[config.mk]
export PLATFORM = sky130hd
export DESIGN_NAME = dram_timing_seq
export DESIGN_NICKNAME = d
export VERILOG_FILES = /design/src/rtl/dram_seq_pkg.sv /design/src/rtl/dram_tcfg_decode.sv /design/src/rtl/dram_prech_timer.sv /design/src/rtl/dram_timing_seq.sv
export SDC_FILE = /design/constraint.sdc
export NUM_CORES = 1
export LEC_CHECK = 0
export CORE_ASPECT_RATIO = 1.25
export CORE_MARGIN = 2
export CORE_UTILIZATION = 50
export CTS_CLUSTER_DIAMETER = 50
export CTS_CLUSTER_SIZE = 30
export DETAILED_ROUTE_END_ITERATION = 16
export GPL_TIMING_DRIVEN = 0
export PLACE_DENSITY = 0.77
export SETUP_SLACK_MARGIN = 0.02
export SLEW_MARGIN = 25
export SYNTH_ARGS = -nofsm -noshare
export SYNTH_HDL_FRONTEND = slang
export SYNTH_SLANG_ARGS = --single-unit
[constraint.sdc]
create_clock -name clk_i -period 3.35 [get_ports clk_i]
set_input_delay 0.5025 -clock clk_i [delete_from_list [all_inputs] [get_ports clk_i]]
set_output_delay 0.5025 -clock clk_i [all_outputs]
set_load 0.02 [all_outputs]
[src/rtl/dram_seq_pkg.sv]
package dram_seq_pkg;
  localparam int CNT_W = 4;

  typedef enum logic [1:0] {ST_IDLE, ST_PRE, ST_XFER, ST_REF} seq_state_e;

  // all lengths in half-T clocks
  typedef struct packed {
    logic [CNT_W-1:0] rd_first;
    logic [CNT_W-1:0] rd_beat;
    logic [CNT_W-1:0] wr_first;
    logic [CNT_W-1:0] wr_beat;
    logic [CNT_W-1:0] ras_cas;
    logic [CNT_W-1:0] pre_need;
    logic [CNT_W-1:0] ref_width;
  } tim_t;
endpackage

[src/rtl/dram_tcfg_decode.sv]
module dram_tcfg_decode
  import dram_seq_pkg::*;
(
  input  logic [7:0] cfg_i,
  output tim_t       tim_o
);
  logic [CNT_W-1:0] lead;
  logic             half_mode;
  logic             unused_rsvd_bit;

  assign unused_rsvd_bit = cfg_i[3];
  assign half_mode = (cfg_i[1:0] == 2'b00);

  always_comb begin
    unique case (cfg_i[1:0])
      2'b00:   lead = CNT_W'(3);
      2'b01:   lead = CNT_W'(4);
      default: lead = CNT_W'(5);
    endcase
    tim_o.rd_first  = lead << 1;
    tim_o.rd_beat   = (lead - CNT_W'(1)) << 1;
    if (half_mode) tim_o.ras_cas = cfg_i[2] ? CNT_W'(5) : CNT_W'(3);
    else           tim_o.ras_cas = cfg_i[2] ? CNT_W'(6) : CNT_W'(4);
    tim_o.wr_first  = cfg_i[4] ? CNT_W'(8) : CNT_W'(6);
    tim_o.pre_need  = cfg_i[5] ? CNT_W'(6) : CNT_W'(4);
    tim_o.wr_beat   = cfg_i[6] ? CNT_W'(6) : CNT_W'(4);
    tim_o.ref_width = cfg_i[7] ? CNT_W'(8) : CNT_W'(6);
  end
endmodule

[src/rtl/dram_prech_timer.sv]
module dram_prech_timer #(
  parameter int CNT_W = 4
) (
  input  logic             clk_i,
  input  logic             rst_ni,
  input  logic             ras_i,
  input  logic [CNT_W-1:0] need_i,
  output logic             ok_o
);
  logic [CNT_W-1:0] cnt_q;

  // counts low clocks minus one; saturates
  always_ff @(posedge clk_i or negedge rst_ni) begin
    if (!rst_ni)               cnt_q <= '1;
    else if (ras_i)            cnt_q <= '0;
    else if (cnt_q != '1)      cnt_q <= cnt_q + CNT_W'(1);
  end

  assign ok_o = (cnt_q >= need_i - CNT_W'(1));
endmodule

[src/rtl/dram_timing_seq.sv]
module dram_timing_seq
  import dram_seq_pkg::*;
#(
  parameter int BURST_LEN = 4
) (
  input  logic       clk_i,
  input  logic       rst_ni,
  input  logic [7:0] tim_cfg_i,
  input  logic       ref_en_i,
  input  logic       ref_req_i,
  input  logic       req_i,
  input  logic       req_we_i,
  input  logic       req_burst_i,
  input  logic       req_hit_i,
  output logic       req_ack_o,
  output logic       ras_o,
  output logic       cas_o,
  output logic       rdy_o,
  output logic       ref_o
);
  localparam int BEAT_W = (BURST_LEN > 2) ? $clog2(BURST_LEN) : 1;

  seq_state_e       state_q;
  logic [7:0]       cfg_q;
  logic             we_q, burst_q, hit_q, first_q, ref_op_q;
  logic             ras_q, page_open_q, ref_pend_q;
  logic [BEAT_W-1:0] beat_q;
  logic [CNT_W-1:0] tcnt_q;

  tim_t             tim;
  logic [CNT_W-1:0] pre_need;
  logic             prech_ok;
  logic [CNT_W-1:0] first_len, cur_len, cas_start;
  logic             ref_go, acc, hit_go, xfer_end, last_beat, ref_end;

  dram_tcfg_decode i_dec (
    .cfg_i (cfg_q),
    .tim_o (tim)
  );

  assign pre_need = tim.pre_need;

  dram_prech_timer #(.CNT_W(CNT_W)) i_prech (
    .clk_i  (clk_i),
    .rst_ni (rst_ni),
    .ras_i  (ras_q),
    .need_i (pre_need),
    .ok_o   (prech_ok)
  );

  assign ref_go = (state_q == ST_IDLE) && ref_pend_q;
  assign acc    = (state_q == ST_IDLE) && !ref_pend_q && req_i;
  assign hit_go = acc && page_open_q && req_hit_i;

  always_comb begin
    if (we_q) first_len = hit_q ? tim.wr_beat : tim.wr_first;
    else      first_len = hit_q ? tim.rd_beat : tim.rd_first;
    cur_len = first_q ? first_len : (we_q ? tim.wr_beat : tim.rd_beat);
    // miss lead-off: column strobe after row-to-column delay, at least one clock wide
    if (first_q && !hit_q)
      cas_start = (tim.ras_cas < cur_len) ? tim.ras_cas : cur_len - CNT_W'(1);
    else
      cas_start = cur_len - CNT_W'(2);
  end

  assign xfer_end  = (state_q == ST_XFER) && (tcnt_q == cur_len - CNT_W'(1));
  assign last_beat = !burst_q || (beat_q == BEAT_W'(BURST_LEN - 1));
  assign ref_end   = (state_q == ST_REF) && (tcnt_q == tim.ref_width - CNT_W'(1));

  assign req_ack_o = acc;
  assign ras_o     = ras_q;
  assign cas_o     = (state_q == ST_XFER) && (tcnt_q >= cas_start);
  assign rdy_o     = xfer_end;
  assign ref_o     = (state_q == ST_REF);

  always_ff @(posedge clk_i or negedge rst_ni) begin
    if (!rst_ni)            ref_pend_q <= 1'b0;
    else if (!ref_en_i)     ref_pend_q <= 1'b0;
    else if (ref_req_i)     ref_pend_q <= 1'b1;
    else if (ref_go)        ref_pend_q <= 1'b0;
  end

  always_ff @(posedge clk_i or negedge rst_ni) begin
    if (!rst_ni) begin
      state_q     <= ST_IDLE;
      cfg_q       <= '0;
      we_q        <= 1'b0;
      burst_q     <= 1'b0;
      hit_q       <= 1'b0;
      first_q     <= 1'b0;
      ref_op_q    <= 1'b0;
      ras_q       <= 1'b0;
      page_open_q <= 1'b0;
      beat_q      <= '0;
      tcnt_q      <= '0;
    end else begin
      unique case (state_q)
        ST_IDLE: begin
          if (ref_go) begin
            cfg_q       <= tim_cfg_i;
            ras_q       <= 1'b0;
            page_open_q <= 1'b0;
            ref_op_q    <= 1'b1;
            state_q     <= ST_PRE;
          end else if (acc) begin
            cfg_q   <= tim_cfg_i;
            we_q    <= req_we_i;
            burst_q <= req_burst_i;
            beat_q  <= '0;
            first_q <= 1'b1;
            tcnt_q  <= '0;
            if (hit_go) begin
              hit_q   <= 1'b1;
              state_q <= ST_XFER;
            end else begin
              hit_q       <= 1'b0;
              ras_q       <= 1'b0;
              page_open_q <= 1'b0;
              ref_op_q    <= 1'b0;
              state_q     <= ST_PRE;
            end
          end
        end
        ST_PRE: begin
          if (prech_ok) begin
            ras_q   <= 1'b1;
            tcnt_q  <= '0;
            state_q <= ref_op_q ? ST_REF : ST_XFER;
          end
        end
        ST_XFER: begin
          if (xfer_end) begin
            tcnt_q <= '0;
            if (last_beat) begin
              page_open_q <= 1'b1;
              state_q     <= ST_IDLE;
            end else begin
              beat_q  <= beat_q + BEAT_W'(1);
              first_q <= 1'b0;
            end
          end else begin
            tcnt_q <= tcnt_q + CNT_W'(1);
          end
        end
        ST_REF: begin
          if (ref_end) begin
            ras_q   <= 1'b0;
            tcnt_q  <= '0;
            state_q <= ST_IDLE;
          end else begin
            tcnt_q <= tcnt_q + CNT_W'(1);
          end
        end
        default: state_q <= ST_IDLE;
      endcase
    end
  end
endmodule

# After elaboration in Yosys (flattened, before gate mapping)
# Cells that the tools add are included.
# Widths: inputs -> output; s select.
# totals
out_inout_bits,5
reg_bits,28
in_bits,16
word_cells,129
# op_classes
n_eq_ne,19
mux,58
n_lt_le_gt_ge,3
add_sub_neg,8
reduce_logical,27
bitwise,1
# ops
op,count
$mux 4,17
$mux 2,14
$reduce_and 5->1,4
$mux 1,17
$mux 8,2
$pmux 4 s4,1
$ne 2x2->1 const B,6
$logic_and 1x1->1,9
$reduce_and 3->1,3
$add 4x1->4 const B,2
$eq 4x4->1,2
$ge 4x4->1,2
$pmux 2 s4,1
$sub 4x1->4 const B,2
$eq 2x2->1 const B,3
$ne 3x3->1 const B,2
$pmux 3 s2,1
$reduce_bool 2->1,3
$eq 2x1->1 const B,2
$logic_not 2->1,2
$lt 4x4->1,1
$ne 2x1->1 const B,2
$ne 4x4->1 const B,1
$pmux 1 s2,2
other kinds (13),15

# Logic depth before layout (Yosys ltp)
# Gate-level depths: netlist of run 1.
# depth
ltp_word,11
ltp_mapped,16
mapped_depth_nobuf,16

# Hierarchy
# A second synthesis of run 1 with hierarchy kept.
# unflattened
cells_unflattened,242
hier_area_um2,2277.2
# modules_own_cells
module,seq_area_each_um2,area_each_um2,cells_each,n_inst
dram_timing_seq,600.6,1731.7,176,1
dram_prech_timer,105.1,340.3,34,1
dram_tcfg_decode,0.0,205.2,32,1

# Worst setup path before layout of run 1
# OpenSTA, ideal clock, no wires.
# synth_path
kind,flip-flop to output port
start,register cfg_q[0]
end,output port cas_o
required_ns,2.847
path_slack_ns,-0.033
path_stages_with_launch,15
path_buffers,0
t_arrival_ns,2.880
path_cell_list,dfrtp_1 -> or2_2 -> ha_1 -> nor2_1 -> nor3_1 -> a31oi_1 -> o21bai_1 -> ha_1 -> a21o_1 -> a21oi_1 -> mux2_2 -> ha_1 -> a21o_1 -> a21oi_1 -> nor2_1
# synth_via
elab_chain_len,11
word_cells_on_any_way,16
cone_classes,add/sub (3); order compare (2); eq/ne (1); mux (8); reduce/logical (2)
# synth_rtl
item,line,text
from (decl),dram_timing_seq.sv:24,logic [7:0] cfg_q;
from (signal assigned),dram_timing_seq.sv:100,cfg_q <= tim_cfg_i;
from (signal assigned),dram_timing_seq.sv:106,cfg_q <= tim_cfg_i;
$eq 2x1->1 / $logic_not 2->1 (equally long branches),"dram_tcfg_decode.sv:15, dram_tcfg_decode.sv:12",
$pmux 3 s2,dram_tcfg_decode.sv:15,unique case (cfg_i[1:0])
$sub 3x1->3,dram_tcfg_decode.sv:21,tim_o.rd_beat = (lead - CNT_W'(1)) << 1;
$mux 4,dram_timing_seq.sv:57,else first_len = hit_q ? tim.rd_beat : tim.rd_first;
$mux 4,dram_timing_seq.sv:56,if (we_q) first_len = hit_q ? tim.wr_beat : tim.wr_first;
$mux 4,dram_timing_seq.sv:58,cur_len = first_q ? first_len : (we_q ? tim.wr_beat : tim.rd_beat);
$sub 4x1->4 / $lt 4x4->1 (equally long branches),dram_timing_seq.sv:61,cas_start = (tim.ras_cas < cur_len) ? tim.ras_cas : cur_len - CNT_W'(1);
$mux 4,dram_timing_seq.sv:61,
$mux 4 (*),dram_timing_seq.sv:60,if (first_q && !hit_q)
$ge 4x4->1 (*),dram_timing_seq.sv:72,assign cas_o = (state_q == ST_XFER) && (tcnt_q >= cas_start);
$logic_and 1x1->1 (*),dram_timing_seq.sv:72,
to (decl),dram_timing_seq.sv:17,"output logic cas_o,"
# Mark *: on every way between the ends. The rest lies on a longest branch, timed or not.

# Worst setup path after layout of run 1
# layout_path
start,register cfg_q[1]
end,output port cas_o
# The elaborated chain is that of the path after synthesis.

==> flow_summary.yaml, run 1 <==
status:
  outcome: "finished with violations"
  violations: "negative setup slack"
floorplanning:
  die_h_um: 70.4
  die_x_um: 57.1
  rows: 24
  initial_utilization_pct: 51.5
  dieArea_sq_um: 4020
  ios: 21
  core_area_sq_um: 3420
final_layout:
  final_cells: 256
  fin_nets: 247
  multi_input_area_sq_um: 1120
  antenna_cells: 0
  area_growth_pct: 24.0
  drive_above_1_share_pct: 20.7
  fillers: 278
  ff_latch_area_sq_um: 681
min_path:
  min_path_type: "input pin to async pin"
global_routing:
  antenna_found_initial: 0
  track_usage_pct: 19.2
  grt_pass1_vias: 1461
  grt_overflow_total: 0
  grt_pass1_wl_um: 6160
  grt_max_degree: 28
placed_design:
  pre_cts_slack_ns: -0.675
  place_hpwl_um: 2640
  place.port_buffers: 19
  gp_congestion: 0.777
  dp_cells: 246
yosys:
  synth_seq_cells: 27
  synth_ff_type: "dfrtp_1"
  synthSimpleGateAreaFrac_pct: 19.9
  yosysWarnings: 0
  seq_area_frac_synth_pct: 38.6
  async_reset_ff_share_pct: 100
  netlist_instances: 188
  syn-num-nets: 217
  synth_edf_count: 0
  synth_compound_area_share_pct: 18.7
  avgSynthCellArea_sq_um: 9.38
  synth-adder-area-share_pct: 9.22
  synth_top_family_by_area: "simple AND/OR/NAND/NOR gates"
  synth_xor_area_share_pct: 3.48
  synth.cell_area_sq_um: 1760
  synth_mux_area_share_pct: 6.88
  synth_cell_types: 45
power_and_ir_drop:
  cellPowerDensity_nw_per_um2: 1240
  irDropWorstVdd_mv: 1.00
  leakage_uw: 0.000940
setup_path:
  startpoint_type: "flop"
  required_ns: 2.85
  end_kind: "output pin"
  path_class: "flop to output pin"
  crit_arrival_ns: 3.25
  worst_r2r_path_depth: 15
  path_max_fanout: 3
sta:
  min_period_ns: 3.76
  hold_slack_ns: 0.229
  rsz0062_at_grt: "true"
  tightest_slew_ns: 0.906
  fin_skew_ns: 0.00100
  hold_violations: 0
  post-route-period-util_pct: 112
  timing.slew.headroom_pct: 39.5
  setup_viol: 2
  slew_violations: 0
  fin_ws_ns: -0.406
  fmax_mhz: 266
clock_network:
  htreeDepth: 1
  clk_transition_reported_paths_ns: 0.09
  clockBufferDepth: 2
  root_buffer: "clkbuf_8"
  cts.hold.buffers_added: 0
  cts_buffers: 3
  cts_tree: "yes"
  cts.sinks: 27
  clock_latency_ns: 0.27
routing:
  drc: 0
  num_vias: 1458
  drt-initial-drc-count: 51
  dr.pass1.iters: 4
  post_drt_wl_per_cell_um: 14.1
  vias_per_cell: 5.70
  ant_nets: 0
  wl_um: 3610
run:
  cap_violations: 0
[path summary, 6_finish.rpt]
kind | start | end | slack, ns
min in group clk_i | ref_op_q | ref_op_q | 0.51
worst max-delay path | cfg_q[1] | cas_o | -0.41
max in group asynchronous | rst_ni | cfg_q[2] | 2.73
worst min-delay path | rst_ni | tcnt_q[2] | 0.23
worst min register to register | ref_op_q | ref_op_q | 0.51
worst max register to register | cfg_q[1] | beat_q[0] | 0.37
[registers in the layout, indices dropped and copies added, names as in the netlist]
register,flops
beat_q,2
ras_o,1
burst_q,1
ref_pend_q,1
ref_op_q,1
hit_q,1
i_prech.cnt_q,4
cfg_q,7
tcnt_q,4
we_q,1
first_q,1
page_open_q,1
state_q,2
[repair_timing]
action	4_1_cts	5_1_grt
gates cloned	0	0
setup buffers	5	1
endpoints found under the setup margin	2	2
pin swaps	15	4
resized for setup	24	3
[critical path, cell delays in order, from the launching register on]
cell	delay, ns
dfrtp_1	0.40
or2_4	0.27
ha_4	0.16
nor2_2	0.09
nor3_1	0.04
a31oi_1	0.17
o21bai_1	0.14
ha_1	0.30
a21o_1	0.20
a21oi_2	0.13
nor2_1	0.06
ha_1	0.27
nand2b_4	0.13
a21o_1	0.14
a21o_1	0.16
a21oi_2	0.13
nor2_2	0.05
buf_6	0.14
[cell families (layout without fill, tap and decap cells)]
| family | Yosys count | after routing |
|---|---|---|
| fa+ha+maj | 13 | 13 |
| flops | 27 | 27 |
| compound gates | 48 | 48 |
| simple gates | 67 | 67 |
| mux | 11 | 11 |
| buf+inv | 15 | 44 |
| xor+xnor | 7 | 7 |
[report_power, final]
group / total (uW) / switching [uW] / internal, uW
clock network: 185 / 102 / 83.3
logic: 1860 / 906 / 956
registers: 668 / 174 / 493
total: 2710 / 1180 / 1530
[final cells by class]
type,count,area share (%)
sequential,27,31.1
clock buffer,3,1.89
inverter,10,1.72
buffer,5,1.26
timing repair buffer,25,10.5
clock inverter,1,0.229
tap,39,2.23
multi-input combinational,146,51.1
[cells in the mapped netlist, types with 3 or more instances]
cell	count	area [sq um]
nand2_1	14	52.6
mux2_2	9	101
dfstp_2	4	105
a21oi_1	11	55.1
nor3_1	3	15.0
inv_1	10	37.5
nor2b_1	5	31.3
a21o_1	5	37.5
o21a_1	3	22.5
nand3_1	8	40.0
ha_1	13	163
o211ai_1	4	30.0
nand2b_1	7	43.8
dfrtp_1	23	576
o21ai_0	7	35.0
a211oi_1	3	22.5
clkbuf_1	3	11.3
xnor2_1	5	43.8
nor2_1	18	67.6
[through the flow]
stage / utilization [%] / power, uW / cell area [sq um] / TNS, ns
2_1_floorplan: - / 1820 / 1770 / 0
3_3_place_gp: 58.7 / 2130 / 2010 / -0.744
3_5_place_dp: 58.6 / 2180 / 2000 / -0.862
4_1_cts: 63.2 / 2640 / 2160 / -0.481
5_1_grt: 63.9 / 2950 / 2190 / -0.702
6_report: 63.9 / 2710 / 2190 / -0.413
[cells in the final DEF (no fill, tap or decap), types with 3 or more instances in the layout]
master            n
nor2b_1           5
nor2_1           16
nand2b_1          5
a21o_1            5
o21a_1            3
clkbuf_1          3
a21oi_1           8
o21ai_0           7
ha_4              3
dfrtp_1          23
a21oi_2           3
nor3_1            3
mux2_2            8
inv_1            10
o211ai_1          4
nand3_1           8
a211oi_1          3
ha_1             10
xnor2_1           4
clkbuf_8          3
buf_4             7
nand2_1          14
dfstp_2           4
clkdlybuf4s50_1  16
[metal layers]
layer	up-vias	track usage (%)	wire length, um
met2	15	34.9	1900
met3	2	2.22	65
met5	-	0	0
li1	736	-	-
met4	0	5.94	31
met1	705	23.4	1610
Note: power is estimated with default switching activity, not from simulation.
==> run 2, diff against run 1 <==
- SKIP_CTS_REPAIR_TIMING: not set -> 1
- SLEW_MARGIN: 25 -> not set
==> run 2 against run 1 <==
The flow still finishes with violations (negative setup slack). Largest cell class unchanged. Critical path type unchanged. Clock power hardly changed. Maximum frequency is 2.6% lower. Worst setup slack worse by 0.099 ns. Largest power group unchanged. Clock-buffer cell count stayed put.
==> flow_summary.yaml, run 2 (same netlist as run 1, synthesis figures left out) <==
status:
  outcome: "finished with violations"
  violations: "negative setup slack"
final_layout:
  finish.utilization_pct: 63.7
  final_cell_mix: "dfrtp_1 (23), clkdlybuf4s50_1 (17), nor2_1 (16)"
  final_common_cell: "dfrtp_1"
  fin_nets: 249
  ff_latch_area_sq_um: 681
  drive_above_1_share_pct: 20.5
  largest_register_ffs: 7
  reg_top3: "cfg_q x7, i_prech.cnt_q x4, tcnt_q x4"
  antenna_cells: 0
  area_growth_pct: 23.7
  top_register: "cfg_q"
  multi_input_area_sq_um: 1080
  fillers: 288
clock_network:
  clockBufferDepth: 2
  root_buffer: "clkbuf_8"
  cts_buffers: 3
  cts.sinks: 27
  clk_transition_reported_paths_ns: 0.09
  clock_latency_ns: 0.27
  cts_tree: "yes"
  htreeDepth: 1
global_routing:
  antenna_found_initial: 0
  track_usage_pct: 18.6
  grt_pass1_vias: 1421
  grt_pass1_wl_um: 5980
  grt_max_degree: 28
  grt_overflow_total: 0
sta:
  post-route-period-util_pct: 115
  rsz0062_at_grt: "true"
  slew_violations: 0
  tightest_slew_ns: 0.908
  hold_slack_ns: 0.508
  min_period_ns: 3.85
  fin_ws_ns: -0.505
  fmax_mhz: 259
  timing.slew.headroom_pct: 39.3
  hold_violations: 0
  setup_viol: 2
  fin_skew_ns: 0.00116
setup_path:
  required_ns: 2.85
  cpMaxStageDelayCell: "dfrtp_1"
  end_kind: "output pin"
  startpoint_type: "flop"
  path_max_fanout: 5
  worst_r2r_path_depth: 15
  cp_cell_sequence: "or2_4 > ha_4 > nor2_2 > nor3_1 > a31oi_1 > o21bai_1 > ha_1 > a21o_1 > a21oi_2 > mux2_4 > ha_1 > a21o_1 > a21oi_2 > nor2_2 > buf_6"
  path_class: "flop to output pin"
  cpPeakStageDelay_ns: 0.44
  crit_arrival_ns: 3.35
placed_design:
  place_hpwl_um: 2640
  gp_congestion: 0.777
  place.port_buffers: 19
routing:
  drc: 0
  vias_per_cell: 5.69
  dr.pass1.iters: 4
  maxUsedRoutingLayer: "met4"
  drt-initial-drc-count: 53
  wl_met3_um: 59
  post_drt_wl_per_cell_um: 14.0
  m1WireLength_um: 1620
  ant_nets: 0
  dr_wl_met2_um: 1900
  num_vias: 1469
  wl_um: 3610
floorplanning:
  die_h_um: 70.4
  dieArea_sq_um: 4020
  core_area_sq_um: 3420
  die_x_um: 57.1
  ios: 21
  rows: 24
  initial_utilization_pct: 51.5
power_and_ir_drop:
  cellPowerDensity_nw_per_um2: 1210
  irDropWorstVdd_mv: 0.930
  leakage_uw: 0.000950
run:
  cap_violations: 0
min_path:
  hold_path_depth: 1
  min_path_type: "flop to flop"
-- run 2: cell count changes in the layout (fill, tap and decap cells not counted) --
cell             previous run  this run
ha_2                        0         1
ha_4                        3         1
buf_8                       0         1
xnor2_4                     1         0
buf_4                       7         8
ha_1                       10        11
buf_2                       2         1
clkdlybuf4s50_1            16        17
xnor2_2                     0         1
-- run 2: layer usage --
layer / global-route usage [%] / vias up
li1: - / 740
met1: 22.8 / 712
met2: 33.5 / 15
met3: 2.22 / 2
met4: 5.68 / 0
met5: 0 / -
-- run 2: stage by stage --
stage                     total power [uW]  cells  setup WS [ns]  setup TNS, ns  cell area (sq um)
after floorplan                       1820    188         0.0215              0               1770
after global placement                2130    246         -0.621         -0.744               2010
after detailed placement              2180    246         -0.675         -0.862               2010
after CTS                             2370    250         -0.990          -1.50               2060
after global routing                  2870    258         -0.688         -0.890               2180
final                                 2630    258         -0.505         -0.532               2180
-- run 2: final cells by class --
cell class                      instances  share of cell area, %
Clock buffer                            3                   1.89
Tap cell                               39                   2.24
Timing Repair Buffer                   27                   11.8
Buffer                                  5                   1.26
Sequential cell                        27                   31.2
Multi-Input combinational cell        146                   49.7
Clock inverter                          1                  0.229
Inverter                               10                   1.72
-- run 2: report_power, final --
group	internal, uW	total [uW]	switching, uW
Clock	83.3	185	101
Sequential	493	666	172
Combinational	910	1780	873
Total	1490	2630	1150
-- run 2: critical path: cells and delay by family (launching register included) --
family | cells | cell delay [ns]
adders and majority gates | 3 | 0.73
buffers and inverters | 1 | 0.14
AOI/OAI and AO/OA | 6 | 1.00
and+or+nand+nor | 4 | 0.46
DFF | 1 | 0.44
muxes | 1 | 0.31
-- run 2: path summary, 6_finish.rpt --
check	to	startpoint	slack (ns)
max	cas_o	cfg_q[1]	-0.50
min	ref_op_q	ref_op_q	0.51
max reg2reg	page_open_q	cfg_q[1]	0.41
min reg2reg	ref_op_q	ref_op_q	0.51
max in group asynchronous	i_prech.cnt_q[1]	rst_ni	2.14
min in group asynchronous	tcnt_q[2]	rst_ni	0.61
==> run 3, diff against run 2 <==
- MAX_ROUTING_LAYER: not set -> met4
==> run 3 against run 2 <==
Largest power group unchanged. Register-to-register slack barely moved. Hold slack barely moved. The run still ends with negative setup slack left. Final cell count did not move. Die area did not move. Non-clock buffer count did not move. Clock skew rose by 0.00079 ns. Utilization did not move. Via count rose by 0.14%. Flip-flop and latch count did not move. Cell area did not move. Total power barely moved. Critical path type unchanged.
==> flow_summary.yaml, run 3 (same netlist as run 1, synthesis figures left out) <==
global_routing:
  grt_overflow_total: 0
  track_usage_pct: 19.1
  grt_max_degree: 28
  grt_pass1_vias: 1421
  antenna_found_initial: 0
  grt_pass1_wl_um: 5980
floorplanning:
  dieArea_sq_um: 4020
  ios: 21
  initial_utilization_pct: 51.5
  rows: 24
  die_x_um: 57.1
  die_h_um: 70.4
  core_area_sq_um: 3420
placed_design:
  pre_cts_slack_ns: -0.675
  place.port_buffers: 19
  place_hpwl_um: 2640
  gp_congestion: 0.788
sta:
  fin_skew_ns: 0.00195
  fmax_mhz: 259
  fin_ws_ns: -0.504
  setup_viol: 2
  rsz0062_at_grt: "true"
  hold_violations: 0
  finalSetupTns_ns: -0.529
  min_period_ns: 3.85
  timing.slew.headroom_pct: 39.4
  slew_violations: 0
  post-route-period-util_pct: 115
  tightest_slew_ns: 0.907
  hold_slack_ns: 0.508
final_layout:
  area_growth_pct: 23.7
  top_register: "cfg_q"
  drive_above_1_share_pct: 20.5
  antenna_cells: 0
  largest_register_ffs: 7
  reg_top3: "cfg_q x7, i_prech.cnt_q x4, tcnt_q x4"
  finish.utilization_pct: 63.7
  final_cell_mix: "dfrtp_1 (23), clkdlybuf4s50_1 (17), nor2_1 (16)"
  fin_nets: 249
  final_common_cell: "dfrtp_1"
  fillers: 288
setup_path:
  path_delay_family: "compound AO/OA/AOI/OAI gates"
  startpoint_type: "flop"
  cpPeakStageDelay_ns: 0.44
  path_class: "flop to output pin"
  end_kind: "output pin"
  cp_cell_sequence: "or2_4 > ha_4 > nor2_2 > nor3_1 > a31oi_1 > o21bai_1 > ha_1 > a21o_1 > a21oi_2 > mux2_4 > ha_1 > a21o_1 > a21oi_2 > nor2_2 > buf_6"
  crit_arrival_ns: 3.35
  path_max_fanout: 5
  required_ns: 2.85
  path_buf_inv: 1
  cpMaxStageDelayCell: "dfrtp_1"
clock_network:
  htreeDepth: 1
  cts.sinks: 27
  clockBufferDepth: 2
  cts_buffers: 3
  root_buffer: "clkbuf_8"
  clock_latency_ns: 0.27
  clk_transition_reported_paths_ns: 0.09
  cts_tree: "yes"
min_path:
  min_path_type: "flop to flop"
routing:
  post_drt_wl_per_cell_um: 14.0
  num_vias: 1471
  vias_per_cell: 5.70
  wl_um: 3610
  ant_nets: 0
  drc: 0
  drt-initial-drc-count: 72
  dr.pass1.iters: 4
power_and_ir_drop:
  irDropWorstVdd_mv: 0.930
  leakage_uw: 0.000950
  cellPowerDensity_nw_per_um2: 1210
status:
  outcome: "finished with violations"
  violations: "negative setup slack"
run:
  cap_violations: 0
run 3: cell counts in the layout (fill, tap and decap cells not counted):
No cell type changed its count.
run 3: area by class of cell:
cell class                 count  area (sq um)  share of cell area [%]
clock inverter                 1          5.00                   0.229
inverter                      10          37.5                    1.72
timing repair buffer          27           256                    11.8
tap                           39          48.8                    2.24
multi-input combinational    146          1080                    49.7
clock buffer                   3          41.3                    1.89
buffer                         5          27.5                    1.26
sequential                    27           681                    31.2
run 3: power breakdown:
group | internal (uW) | leakage [uW] | switching [uW] | total [uW]
combinational | 910 | 0.000609 | 872 | 1780
clock | 83.3 | 0.0000255 | 102 | 185
sequential | 493 | 0.000315 | 172 | 666
run 3: through the flow:
step | cell area (sq um) | total power, uW | cells
2_1_floorplan | 1770 | 1820 | 188
3_3_place_gp | 2010 | 2130 | 246
3_5_place_dp | 2010 | 2180 | 246
4_1_cts | 2060 | 2370 | 250
5_1_grt | 2180 | 2870 | 258
6_report | 2180 | 2630 | 258
run 3: per-layer routing:
layer,GRT usage [%],part of all wire [%]
met2,33.5,53
met4,5.68,0.86
met3,2.22,1.6
met5,-,0
met1,22.8,45
run 3: worst paths after layout:
| kind | to | slack, ns | from | depth (start not counted) |
|---|---|---|---|---|
| worst min register to register | ref_op_q | 0.51 | ref_op_q | 1 |
| worst min-delay path | ref_op_q | 0.51 | ref_op_q | 1 |
| max in group asynchronous | i_prech.cnt_q[1] | 2.14 | rst_ni | 2 |
| worst max register to register | page_open_q | 0.41 | cfg_q[1] | 15 |
| worst max-delay path | cas_o | -0.50 | cfg_q[1] | 15 |
| min in group asynchronous | tcnt_q[2] | 0.61 | rst_ni | 1 |
